## config.mk

```make
export PLATFORM = sky130hd
export DESIGN_NAME = brs_seq
export DESIGN_NICKNAME = d
export VERILOG_FILES = /design/src/rtl/brs_pkg.sv /design/src/rtl/brs_xlat_ctr.sv /design/src/rtl/brs_addr_gen.sv /design/src/rtl/brs_ready_flag.sv /design/src/rtl/brs_seq.sv
export SDC_FILE = /design/constraint.sdc
export NUM_CORES = 1
export LEC_CHECK = 0
export BUFFER_PORTS_ARGS = -buffer_cell sky130_fd_sc_hd__buf_4
export CORE_MARGIN = 1.5
export CORE_UTILIZATION = 40
export DETAILED_ROUTE_END_ITERATION = 16
export PLACE_DENSITY = 0.69
export REMOVE_ABC_BUFFERS = 1
export SLEW_MARGIN = 10
export SYNTH_ARGS = -nofsm -noshare
export SYNTH_HDL_FRONTEND = slang
export SYNTH_SLANG_ARGS = --single-unit
```

## constraint.sdc

```tcl
create_clock -name clk -period 5.7 [get_ports clk]
set_clock_uncertainty 0.2 [all_clocks]
set_input_delay 1.14 -clock clk [delete_from_list [all_inputs] [get_ports clk]]
set_output_delay 1.14 -clock clk [all_outputs]
set_load 0.02 [all_outputs]
```

## src/rtl/brs_pkg.sv

```systemverilog
package brs_pkg;

   typedef enum logic [1:0] {
      ST_IDLE  = 2'd0,
      ST_XLAT  = 2'd1,
      ST_STALL = 2'd2,
      ST_DATA  = 2'd3
   } brs_state_e;

   typedef enum logic [1:0] {
      BL_4    = 2'd0,
      BL_8    = 2'd1,
      BL_CONT = 2'd2
   } brs_len_e;

   typedef struct packed {
      brs_len_e   len;
      logic       ilv;
      logic       y2;
      logic       early;
      logic [3:0] xcode;
   } brs_cfg_t;

   // burst kind code: 010 eight words, 111 continuous, others four words
   function automatic brs_len_e decode_len(input logic [2:0] code);
      case (code)
         3'b010:  return BL_8;
         3'b111:  return BL_CONT;
         default: return BL_4;
      endcase
   endfunction

endpackage

```

## src/rtl/brs_xlat_ctr.sv

```systemverilog
module brs_xlat_ctr #(
   parameter int XOFS = 5
) (
   input  logic       clk,
   input  logic       rst_n,
   input  logic       load,
   input  logic [3:0] xcode,
   output logic       expired
);
   localparam int XMAX = 15 + XOFS;
   localparam int XW   = $clog2(XMAX + 1);

   if (XOFS < 1) begin : g_bad_xofs
      $error("brs_xlat_ctr: XOFS must be at least 1");
   end

   logic [XW-1:0] cnt;

   // loaded with latency-1 on the start edge, counts to zero
   always_ff @(posedge clk or negedge rst_n) begin
      if (!rst_n) begin
         cnt <= '0;
      end else if (load) begin
         cnt <= XW'(xcode) + XW'(XOFS - 1);
      end else if (cnt != '0) begin
         cnt <= cnt - XW'(1);
      end
   end

   assign expired = (cnt == '0);

endmodule

```

## src/rtl/brs_addr_gen.sv

```systemverilog
module brs_addr_gen #(
   parameter int AW = 8
) (
   input  logic [AW-1:0]     base,
   input  logic [AW-1:0]     beat,
   input  brs_pkg::brs_len_e len,
   input  logic              ilv,
   output logic [AW-1:0]     addr
);
   if (AW < 3) begin : g_bad_aw
      $error("brs_addr_gen: AW must be at least 3");
   end

   logic [AW-1:0] lin;
   logic          cont;
   logic          wide;

   assign lin  = base + beat;
   assign cont = (len == brs_pkg::BL_CONT);
   assign wide = (len == brs_pkg::BL_8);

   // the low three bits are lanes inside a fixed group, the rest follow
   // the group base for fixed bursts and the linear sum for continuous
   for (genvar i = 0; i < AW; i++) begin : g_bit
      if (i < 3) begin : g_lane
         logic in_grp;
         if (i < 2) begin : g_always
            assign in_grp = 1'b1;
         end else begin : g_wide
            assign in_grp = wide;
         end
         assign addr[i] = cont   ? lin[i] :
                          in_grp ? (ilv ? (base[i] ^ beat[i]) : lin[i]) :
                                   base[i];
      end else begin : g_upper
         assign addr[i] = cont ? lin[i] : base[i];
      end
   end

endmodule

```

## src/rtl/brs_ready_flag.sv

```systemverilog
module brs_ready_flag (
   input  logic clk,
   input  logic rst_n,
   input  logic early,
   input  logic stall_now,
   input  logic stall_next,
   output logic wait_n
);
   // early selects the cycle ahead of the stall, otherwise the stall itself
   assign wait_n = early ? !stall_next : !stall_now;

   p_wait_single_low_r12 : assert property (@(posedge clk) disable iff (!rst_n)
      !wait_n |=> wait_n);

endmodule

```

## src/rtl/brs_seq.sv

```systemverilog
module brs_seq #(
   parameter int AW   = 8,
   parameter int DW   = 16,
   parameter int XOFS = 5
) (
   input  logic          clk,
   input  logic          rst_n,
   input  logic [2:0]    cfg_len,
   input  logic          cfg_ilv,
   input  logic          cfg_y2,
   input  logic [3:0]    cfg_xlat,
   input  logic          cfg_early,
   input  logic          lat_n,
   input  logic [AW-1:0] adr_in,
   input  logic          adv_n,
   input  logic          oe_n,
   output logic [AW-1:0] mem_addr,
   input  logic [DW-1:0] mem_rdata,
   output logic [DW-1:0] dout,
   output logic          dout_en,
   output logic          data_valid,
   output logic          wait_n
);
   import brs_pkg::*;

   if (DW < 1) begin : g_bad_dw
      $error("brs_seq: DW must be at least 1");
   end

   localparam logic [AW-1:0] LAST4 = AW'(3);
   localparam logic [AW-1:0] LAST8 = AW'(7);

   logic          lat_q;
   logic          start;
   brs_state_e    state;
   brs_cfg_t      cfg_q;
   logic [AW-1:0] base_q;
   logic [AW-1:0] beat;
   logic          ycnt;
   logic          x_done;
   logic          need_stall;
   logic          last_beat;
   logic          y_end;
   logic          susp;
   logic          stall_next;

   // start on the first low sample of the strobe
   assign start      = !lat_n && lat_q;
   assign need_stall = (cfg_q.len == BL_CONT) && (base_q[1:0] != 2'b00);
   assign last_beat  = ((cfg_q.len == BL_4) && (beat == LAST4)) ||
                       ((cfg_q.len == BL_8) && (beat == LAST8));
   assign y_end      = (ycnt == cfg_q.y2);
   assign susp       = oe_n && adv_n;
   assign stall_next = (state == ST_XLAT) && x_done && need_stall;

   always_ff @(posedge clk or negedge rst_n) begin
      if (!rst_n) begin
         lat_q  <= 1'b1;
         state  <= ST_IDLE;
         cfg_q  <= '{len: BL_4, ilv: 1'b0, y2: 1'b0, early: 1'b0, xcode: 4'd0};
         base_q <= '0;
         beat   <= '0;
         ycnt   <= 1'b0;
      end else begin
         lat_q <= lat_n;
         if (start) begin
            base_q <= adr_in;
            cfg_q  <= '{len: decode_len(cfg_len), ilv: cfg_ilv, y2: cfg_y2,
                        early: cfg_early, xcode: cfg_xlat};
            state  <= ST_XLAT;
            beat   <= '0;
            ycnt   <= 1'b0;
         end else begin
            case (state)
               ST_XLAT: begin
                  if (x_done) state <= need_stall ? ST_STALL : ST_DATA;
               end
               ST_STALL: state <= ST_DATA;
               ST_DATA: begin
                  if (!susp) begin
                     if (y_end) begin
                        ycnt <= 1'b0;
                        if (!adv_n) begin
                           if (last_beat) state <= ST_IDLE;
                           else           beat  <= beat + AW'(1);
                        end
                     end else begin
                        ycnt <= 1'b1;
                     end
                  end
               end
               default: state <= ST_IDLE;
            endcase
         end
      end
   end

   brs_xlat_ctr #(.XOFS(XOFS)) u_xlat (
      .clk     (clk),
      .rst_n   (rst_n),
      .load    (start),
      .xcode   (cfg_xlat),
      .expired (x_done)
   );

   brs_addr_gen #(.AW(AW)) u_addr (
      .base (base_q),
      .beat (beat),
      .len  (cfg_q.len),
      .ilv  (cfg_q.ilv),
      .addr (mem_addr)
   );

   brs_ready_flag u_rdy (
      .clk        (clk),
      .rst_n      (rst_n),
      .early      (cfg_q.early),
      .stall_now  (state == ST_STALL),
      .stall_next (stall_next),
      .wait_n     (wait_n)
   );

   assign data_valid = (state == ST_DATA);
   assign dout_en    = data_valid && !oe_n;
   assign dout       = dout_en ? mem_rdata : '0;

   p_xlat_to_data_r3 : assert property (@(posedge clk) disable iff (!rst_n)
      (state == ST_XLAT && x_done && !start && !need_stall) |=> (state == ST_DATA));

   p_four_beat_bound_r4 : assert property (@(posedge clk) disable iff (!rst_n)
      (state == ST_DATA && cfg_q.len == BL_4) |-> (beat <= LAST4));

   p_beat_hold_r8 : assert property (@(posedge clk) disable iff (!rst_n)
      (state == ST_DATA && adv_n && !start) |=> (beat == $past(beat)));

   p_suspend_freeze_r10 : assert property (@(posedge clk) disable iff (!rst_n)
      (state == ST_DATA && susp && !start) |=>
         (state == ST_DATA && mem_addr == $past(mem_addr) && ycnt == $past(ycnt)));

   p_stall_one_cycle_r11 : assert property (@(posedge clk) disable iff (!rst_n)
      (state == ST_STALL && !start) |=> (state == ST_DATA));

   p_fixed_never_waits_r11 : assert property (@(posedge clk) disable iff (!rst_n)
      (cfg_q.len != BL_CONT) |-> wait_n);

endmodule

```

==> results of run 1 <==
-- worst reg2reg max path: stages, from the launching register on --
cell and delay (ps):
sky130_fd_sc_hd__dfrtp_1 430, sky130_fd_sc_hd__ha_1 250, sky130_fd_sc_hd__nor4b_4 220, sky130_fd_sc_hd__nand3_2 160
sky130_fd_sc_hd__o31ai_2 220, sky130_fd_sc_hd__nand2_1 130, sky130_fd_sc_hd__mux2_4 310
-- flip-flops by register name (all words and copies together), names as in the netlist --
| register | cells |
|---|---|
| lat_q | 1 |
| beat | 8 |
| ycnt | 1 |
| base_q | 8 |
| state | 2 |
| cfg_q | 5 |
| u_xlat.cnt | 5 |
-- placed cells by master (no fill, tap or decap), types with 2 or more instances in the layout --
cell,n
sky130_fd_sc_hd__inv_1,6
sky130_fd_sc_hd__nor2_1,20
sky130_fd_sc_hd__xnor2_1,5
sky130_fd_sc_hd__clkbuf_8,8
sky130_fd_sc_hd__ha_1,13
sky130_fd_sc_hd__dfrtp_1,29
sky130_fd_sc_hd__nand4_1,4
sky130_fd_sc_hd__nand3_1,5
sky130_fd_sc_hd__nand2b_1,5
sky130_fd_sc_hd__a21oi_1,11
sky130_fd_sc_hd__a21o_1,3
sky130_fd_sc_hd__o21ai_0,14
sky130_fd_sc_hd__and2_1,18
sky130_fd_sc_hd__or3_1,2
sky130_fd_sc_hd__a211oi_1,2
sky130_fd_sc_hd__xor2_1,12
sky130_fd_sc_hd__o211ai_1,2
sky130_fd_sc_hd__nor2b_1,3
sky130_fd_sc_hd__nor3_1,5
sky130_fd_sc_hd__buf_4,66
sky130_fd_sc_hd__nand2_1,53
-- logic make-up after synthesis --
kind of cell | share of synthesized area (%)
buffers and inverters | 2.97
AO/OA/AOI/OAI | 11.8
AND/OR/NAND/NOR | 29.9
adder cells (fa/ha/maj) | 9.03
XOR/XNOR | 7.36
multiplexers | 1.79
flip-flops | 37.2
-- power by group --
| group | leakage, nW | internal (W) | switching [W] |
|---|---|---|---|
| sequential | 0.382 | 0.000255 | 0.0000383 |
| clock | 0.0575 | 0.000122 | 0.0000805 |
| combinational | 0.909 | 0.000163 | 0.000177 |
| total | 1.35 | 0.000540 | 0.000296 |
-- metrics by stage --
stage | cells | hold slack (ps) | total power, W
after CTS | 372 | 305 | 0.000849
after global placement | 364 | 282 | 0.000632
after global routing | 372 | 346 | 0.000900
after detailed placement | 364 | 290 | 0.000640
final | 372 | 301 | 0.000836
after floorplan | 231 | 266 | 0.000524
-- layout make-up --
type / count / area (um^2) / area share (%)
Multi-Input combinational cell: 195 / 1210 / 45.3
Tap cell: 67 / 83.8 / 3.13
Timing Repair Buffer: 66 / 495 / 18.5
Clock buffer: 8 / 110 / 4.11
Inverter: 6 / 22.5 / 0.842
Sequential cell: 30 / 752 / 28.1
-- per-layer routing --
| metal | vias up | share of wire, % | wire (um) |
|---|---|---|---|
| met5 | - | 0 | 0 |
| met4 | 0 | 1.1 | 49 |
| met3 | 7 | 2.8 | 123 |
| met2 | 21 | 49 | 2120 |
| met1 | 827 | 47 | 2040 |
| li1 | 935 | - | - |
-- worst paths after layout --
| kind | from | endpoint | slack [ps] | depth (start not counted) |
|---|---|---|---|---|
| max | beat[0]$_DFFE_PN0P_ | mem_addr[6] | 1890 | 8 |
| min | base_q[7]$_DFFE_PN0P_ | base_q[7]$_DFFE_PN0P_ | 300 | 2 |
| max reg2reg | beat[1]$_DFFE_PN0P_ | state[1]$_DFFE_PN0P_ | 3670 | 6 |
| min reg2reg | base_q[7]$_DFFE_PN0P_ | base_q[7]$_DFFE_PN0P_ | 300 | 2 |
| max in group asynchronous | rst_n | lat_q$_DFF_PN1_ | 4400 | 1 |
| min in group asynchronous | rst_n | cfg_q[7]$_DFFE_PN0P_ | 580 | 1 |
==> Flow_metrics.wiki, run 1 <==
{| class="wikitable"
! Metric !! Value
|-
| Count leader, synth || sky130_fd_sc_hd__nand2_1
|-
| Number of antenna diodes || 0
|-
| Number of buffers and inverters on the critical path || 1
|-
| Kind of path behind the tightest hold check || reg2reg
|-
| Insertion delay to the later sink of the worst-skew pair || 280 ps
|-
| Routability congestion estimate from global placement || 0.804
|-
| Slowest library cell on the worst path || sky130_fd_sc_hd__fa_1
|-
| Starting Density || 42.2%
|-
| Total number of placement rows || 25
|-
| Sequential element share of the synthesized area || 37.2%
|-
| Number of register bits inferred by synthesis || 30
|-
| Post-detailed-routing wire length || 4330 um
|-
| Cts repair resizes || 0
|-
| Critical Path RT || 4360 ps
|-
| Most frequent cells after synthesis || 53 x sky130_fd_sc_hd__nand2_1, 29 x sky130_fd_sc_hd__dfrtp_1, 20 x sky130_fd_sc_hd__nor2_1, 18 x sky130_fd_sc_hd__and2_1, 14 x sky130_fd_sc_hd__o21ai_0
|-
| X dimension of the die || 74.1 um
|-
| Crit end category || output port
|-
| Max Root-Sink Buffers || 2
|-
| Biggest fanout along the worst timing path || 4
|-
| DR vias || 1,790
|-
| Leftover overflow at the end of global routing || 0
|-
| RSZ-0062 raised after global routing || false
|-
| Status || finished clean
|-
| Post-CTS Setup Repair Bufs || 0
|-
| Placement Cell Area || 2570 um^2
|-
| Total number of clock tree sinks || 30
|-
| Num CTS Buffers || 5
|-
| Post-route design area || 2680 um^2
|-
| Count of distinct cell types in the synthesized netlist || 39
|-
| Total die area || 5490 um^2
|-
| Die Y || 74.1 um
|-
| Fraction of met3 tracks used by global routing || 4.88%
|-
| Peak ir drop on the vdd network || 0.215 mV
|-
| Global-route wire length before repair || 6820 um
|-
| Max-cap violations || 0
|-
| Average size of a mapped cell || 8.46 um^2
|-
| Slew headroom || 46.3%
|-
| Power per unit of standard cell area || 313 nW/um^2
|-
| Transition time at the pin with the least slew margin || 804 ps
|-
| Leading post-synthesis cells by cell area || sky130_fd_sc_hd__dfrtp_1 36%, sky130_fd_sc_hd__nand2_1 9.8%, sky130_fd_sc_hd__ha_1 8.0%, sky130_fd_sc_hd__and2_1 5.6%, sky130_fd_sc_hd__xor2_1 5.2%
|-
| Initial DRC Count || 53
|-
| Drt drc || 0
|-
| Post-Synthesis Cells || 239
|-
| Pin count of the biggest net entering global routing || 31
|-
| Share of synthesized registers carrying an async set or reset || 100%
|-
| Crit-path cells || ha_1 > fa_1 > a21o_1 > a31o_2 > a21oi_1 > xor2_1 > o21ai_0 > buf_4
|-
| Summed negative setup slack over all endpoints || 0 ps
|-
| Boundary Pins || 66
|-
| Data arrival time at the worst-slack endpoint || 2470 ps
|-
| Final setup slack of the worst path || 1890 ps
|-
| EDFF count, synth || 0
|-
| H-tree levels || 2
|-
| Max Clock Freq || 0.262 GHz
|-
| Fraction of final layout cells with drive strength greater than 1 || 27.2%
|-
| GRT Max-Usage Layer || met2
|-
| Count of input and output buffers || 65
|-
| Overall track demand over capacity in global routing || 16.1%
|-
| TritonRoute pass-1 iters || 4
|-
| Type of element launching the critical path || register
|-
| Post-Place Setup Slack || 2140 ps
|-
| Area of the mapped netlist || 2020 um^2
|-
| Final Setup Violations || 0
|-
| Clock tree from TritonCTS || built
|-
| Final cell utilization of the core || 55.9%
|-
| Vias in the first global route || 1,527
|-
| Critical path start-end classification || reg2out
|-
| # hold bufs at CTS || 0
|-
| Number of inserted filler cells in the final layout || 456
|-
| Core Box Area || 4790 um^2
|-
| Routed WL per cell || 11.6 um
|-
| Met1 demand-to-capacity share in global routing || 20.9%
|-
| Clock Pin Slew Worst Setup and Hold Paths || 70 ps
|-
| Vias per cell || 4.81
|-
| Layout-stage area growth over the synthesis result || 32.4%
|-
| Worst path top cell family by delay || compound AO/OA/AOI/OAI gates
|-
| Met2 global-route usage || 25.8%
|-
| Initial antenna violation count || 0
|-
| Yosys warning total || 0
|-
| Fin nets || 357
|-
| Final Hold Violating Endpoints || 0
|-
| Routed Antenna Nets || 0
|-
| Cell type with the largest total area after synthesis || sky130_fd_sc_hd__dfrtp_1
|-
| Biggest cell delay along the critical path || 450 ps
|-
| Top_reg_cell synth || sky130_fd_sc_hd__dfrtp_1
|-
| Count of final max-slew check failures || 0
|-
| Post-route minimum period || 3810 ps
|-
| Part of the cycle the worst path needs || 66.8%
|-
| Cell at the root of the clock tree || sky130_fd_sc_hd__clkbuf_8
|-
| Leakage || 1.35 nW
|-
| Detailed placement HPWL || 3280 um
|-
| Fraction of synthesized cell area taken by the top area cell type || 35.9%
|}
No activity file was read; power rests on OpenSTA's default activity.
==> run 2: changes to the inputs <==
--- a/config.mk
+++ b/config.mk
@@ -9,7 +9,7 @@
 export CORE_MARGIN = 1.5
 export CORE_UTILIZATION = 40
 export DETAILED_ROUTE_END_ITERATION = 16
-export PLACE_DENSITY = 0.69
+export PLACE_DENSITY = 0.72
 export REMOVE_ABC_BUFFERS = 1
 export SLEW_MARGIN = 10
 export SYNTH_ARGS = -nofsm -noshare
==> constraint.sdc (replaced) <==
create_clock -name clk -period 3.31 [get_ports clk]
set_clock_uncertainty 0.2 [all_clocks]
set_input_delay 0.662 -clock clk [delete_from_list [all_inputs] [get_ports clk]]
set_output_delay 0.662 -clock clk [all_outputs]
set_load 0.02 [all_outputs]
==> Flow_metrics.wiki, run 2 (synthesis gave the netlist of run 1 again) <==
{| class="wikitable"
! Metric !! Value
|-
| Status || finished clean (unchanged)
|-
| Final cell utilization of the core || 56.1% (was 55.9%)
|-
| Data arrival time at the worst-slack endpoint || 2310 ps (was 2470 ps)
|-
| Number of buffers and inverters on the critical path || 1 (unchanged)
|-
| Cell at the root of the clock tree || sky130_fd_sc_hd__clkbuf_8 (unchanged)
|-
| Slew headroom || 44.7% (was 46.3%)
|-
| Worst path top cell family by delay || compound AO/OA/AOI/OAI gates (unchanged)
|-
| Die Y || 74.1 um (unchanged)
|-
| Peak ir drop on the vdd network || 0.335 mV (was 0.215 mV)
|-
| Summed negative setup slack over all endpoints || 0 ps (unchanged)
|-
| Leakage || 1.35 nW (about the same)
|-
| H-tree levels || 2 (unchanged)
|-
| Total number of placement rows || 25 (unchanged)
|-
| Kind of path behind the tightest hold check || in2async (was reg2reg)
|-
| Drt drc || 0 (unchanged)
|-
| Biggest fanout along the worst timing path || 2 (was 4)
|-
| X dimension of the die || 74.1 um (unchanged)
|-
| # hold bufs at CTS || 0 (unchanged)
|-
| Num CTS Buffers || 5 (unchanged)
|-
| Most frequent cells in the layout || 69 x sky130_fd_sc_hd__buf_4, 53 x sky130_fd_sc_hd__nand2_1, 29 x sky130_fd_sc_hd__dfrtp_1 (was 66 x sky130_fd_sc_hd__buf_4, 53 x sky130_fd_sc_hd__nand2_1, 29 x sky130_fd_sc_hd__dfrtp_1)
|-
| TritonRoute pass-1 iters || 4 (unchanged)
|-
| Critical path start-end classification || reg2out (unchanged)
|-
| Crit end category || output port (unchanged)
|-
| Biggest cell delay along the critical path || 400 ps (was 450 ps)
|-
| Post-route minimum period || 3180 ps
|-
| Max Root-Sink Buffers || 2 (unchanged)
|-
| Fin nets || 360 (was 357)
|-
| Number of antenna diodes || 0 (unchanged)
|-
| Fraction of met3 tracks used by global routing || 4.07% (was 4.88%)
|-
| DR vias || 1,786 (was 1,790)
|-
| Clock tree from TritonCTS || built (unchanged)
|-
| Critical Path RT || 2450 ps (was 4360 ps)
|-
| Part of the cycle the worst path needs || 96.0%
|-
| Count of final max-slew check failures || 0 (unchanged)
|-
| Number of inserted filler cells in the final layout || 481 (was 456)
|-
| Final Hold Violating Endpoints || 0 (unchanged)
|-
| Total number of clock tree sinks || 30 (unchanged)
|-
| Initial DRC Count || 46 (was 53)
|-
| Met1 demand-to-capacity share in global routing || 22.6% (was 20.9%)
|-
| Routed Antenna Nets || 0 (unchanged)
|-
| Boundary Pins || 66 (unchanged)
|-
| RSZ-0062 raised after global routing || false (unchanged)
|-
| Fraction of final layout cells with drive strength greater than 1 || 27.9% (was 27.2%)
|-
| Detailed placement HPWL || 3330 um (was 3280 um)
|-
| Worst Reg-to-Reg Cells || 6 (unchanged)
|-
| Overall track demand over capacity in global routing || 17.5% (was 16.1%)
|-
| Routability congestion estimate from global placement || 0.794 (was 0.804)
|-
| Global-route wire length before repair || 7470 um (was 6820 um)
|-
| Final Setup Violations || 0 (unchanged)
|-
| Power per unit of standard cell area || 530 nW/um^2 (was 313 nW/um^2)
|-
| Reg2Reg Launch Point || beat[1]$_DFFE_PN0P_ (unchanged)
|-
| Type of element launching the critical path || register (unchanged)
|-
| Post-detailed-routing wire length || 4430 um (was 4330 um)
|-
| Crit-path cells || ha_2 > fa_2 > a21o_1 > a31o_2 > a21oi_1 > xor2_1 > o21ai_0 > buf_4 (was ha_1 > fa_1 > a21o_1 > a31o_2 > a21oi_1 > xor2_1 > o21ai_0 > buf_4)
|-
| Leftover overflow at the end of global routing || 0 (unchanged)
|-
| Routed WL per cell || 11.8 um (was 11.6 um)
|-
| Core Box Area || 4790 um^2 (unchanged)
|-
| Layout-stage area growth over the synthesis result || 32.7% (was 32.4%)
|-
| Slowest library cell on the worst path || sky130_fd_sc_hd__fa_2 (was sky130_fd_sc_hd__fa_1)
|-
| Insertion delay to the later sink of the worst-skew pair || 290 ps (was 280 ps)
|-
| FF-to-FF End || state[1]$_DFFE_PN0P_ (unchanged)
|-
| Met2 global-route usage || 29.0% (was 25.8%)
|-
| Pin count of the biggest net entering global routing || 31 (unchanged)
|-
| Transition time at the pin with the least slew margin || 826 ps (was 804 ps)
|-
| Clock Pin Slew Worst Setup and Hold Paths || 70 ps (about the same)
|-
| Starting Density || 42.2% (unchanged)
|-
| Most frequent standard cell in the layout excluding fill and tap cells || sky130_fd_sc_hd__buf_4 (unchanged)
|-
| Total die area || 5490 um^2 (unchanged)
|-
| Initial antenna violation count || 0 (unchanged)
|-
| Reg2Reg Setup Slack || 1190 ps (was 3670 ps)
|-
| GRT Max-Usage Layer || met2 (unchanged)
|-
| Vias in the first global route || 1,686 (was 1,527)
|-
| Largest registers || base_q (8), beat (8) (unchanged)
|-
| Vias per cell || 4.76 (was 4.81)
|-
| Max Clock Freq || 0.315 GHz
|-
| Max-cap violations || 0 (unchanged)
|-
| Count of input and output buffers || 65 (unchanged)
|}
-- run 2: report_power, final --
part | internal [W] | switching [W] | total (W)
Clock | 0.000169 | 0.000135 | 0.000304
Sequential | 0.000439 | 0.0000608 | 0.000500
Combinational | 0.000295 | 0.000323 | 0.000619
Total | 0.000904 | 0.000519 | 0.00142
-- run 2: how the worst max path moves through the flow --
stage / start / endpoint / slack [ps] / depth (start not counted)
after floorplan: beat[0]$_DFFE_PN0P_ / mem_addr[6] / 290 / 7
after global routing: base_q[0]$_DFFE_PN0P_ / mem_addr[6] / 30 / 8
after CTS: beat[0]$_DFFE_PN0P_ / mem_addr[6] / 8 / 8
final: base_q[0]$_DFFE_PN0P_ / mem_addr[6] / 130 / 8
after detailed placement: beat[0]$_DFFE_PN0P_ / mem_addr[6] / 340 / 8
after global placement: beat[0]$_DFFE_PN0P_ / mem_addr[6] / 360 / 8
-- run 2: final cells by class --
cell class	instances	area, um^2	area share [%]
flip-flops and latches	30	752	28.0
well taps	67	83.8	3.12
clock buffers	8	90.1	3.36
inverters	6	22.5	0.839
repair buffers	69	518	19.3
multi-input cells	195	1220	45.4
-- run 2: worst reg2reg max path, cell delays in order (launching register included) --
cell	delay (ps)
sky130_fd_sc_hd__dfrtp_1	430
sky130_fd_sc_hd__ha_1	270
sky130_fd_sc_hd__nor4b_4	230
sky130_fd_sc_hd__nand3_2	170
sky130_fd_sc_hd__o31ai_2	250
sky130_fd_sc_hd__nand2_1	140
sky130_fd_sc_hd__mux2_4	320
-- run 2: what timing repair did --
action                                 CTS  global route
gates resized for setup                  0             2
buffers inserted                         0             3
endpoints found under the hold margin    0             0
setup endpoints to repair                0             1
-- run 2: per-layer routing --
| layer | up-vias | wire (um) |
|---|---|---|
| met3 | 7 | 191 |
| met1 | 808 | 2080 |
| met2 | 34 | 2100 |
| li1 | 937 | - |
| met5 | - | 0 |
| met4 | 0 | 53 |
-- run 2: stage by stage --
| stage | hold WS, ps | setup WS (ps) | power (W) | cell area, um^2 | instances |
|---|---|---|---|---|---|
| 3_3_place_gp | 290 | 358 | 0.00109 | 2570 | 364 |
| 2_1_floorplan | 166 | 291 | 0.000902 | 1980 | 231 |
| 5_1_grt | 125 | 29.1 | 0.00154 | 2680 | 375 |
| 6_report | 93.8 | 134 | 0.00142 | 2680 | 375 |
| 3_5_place_dp | 293 | 337 | 0.00111 | 2570 | 364 |
| 4_1_cts | 105 | 8.10 | 0.00142 | 2660 | 372 |
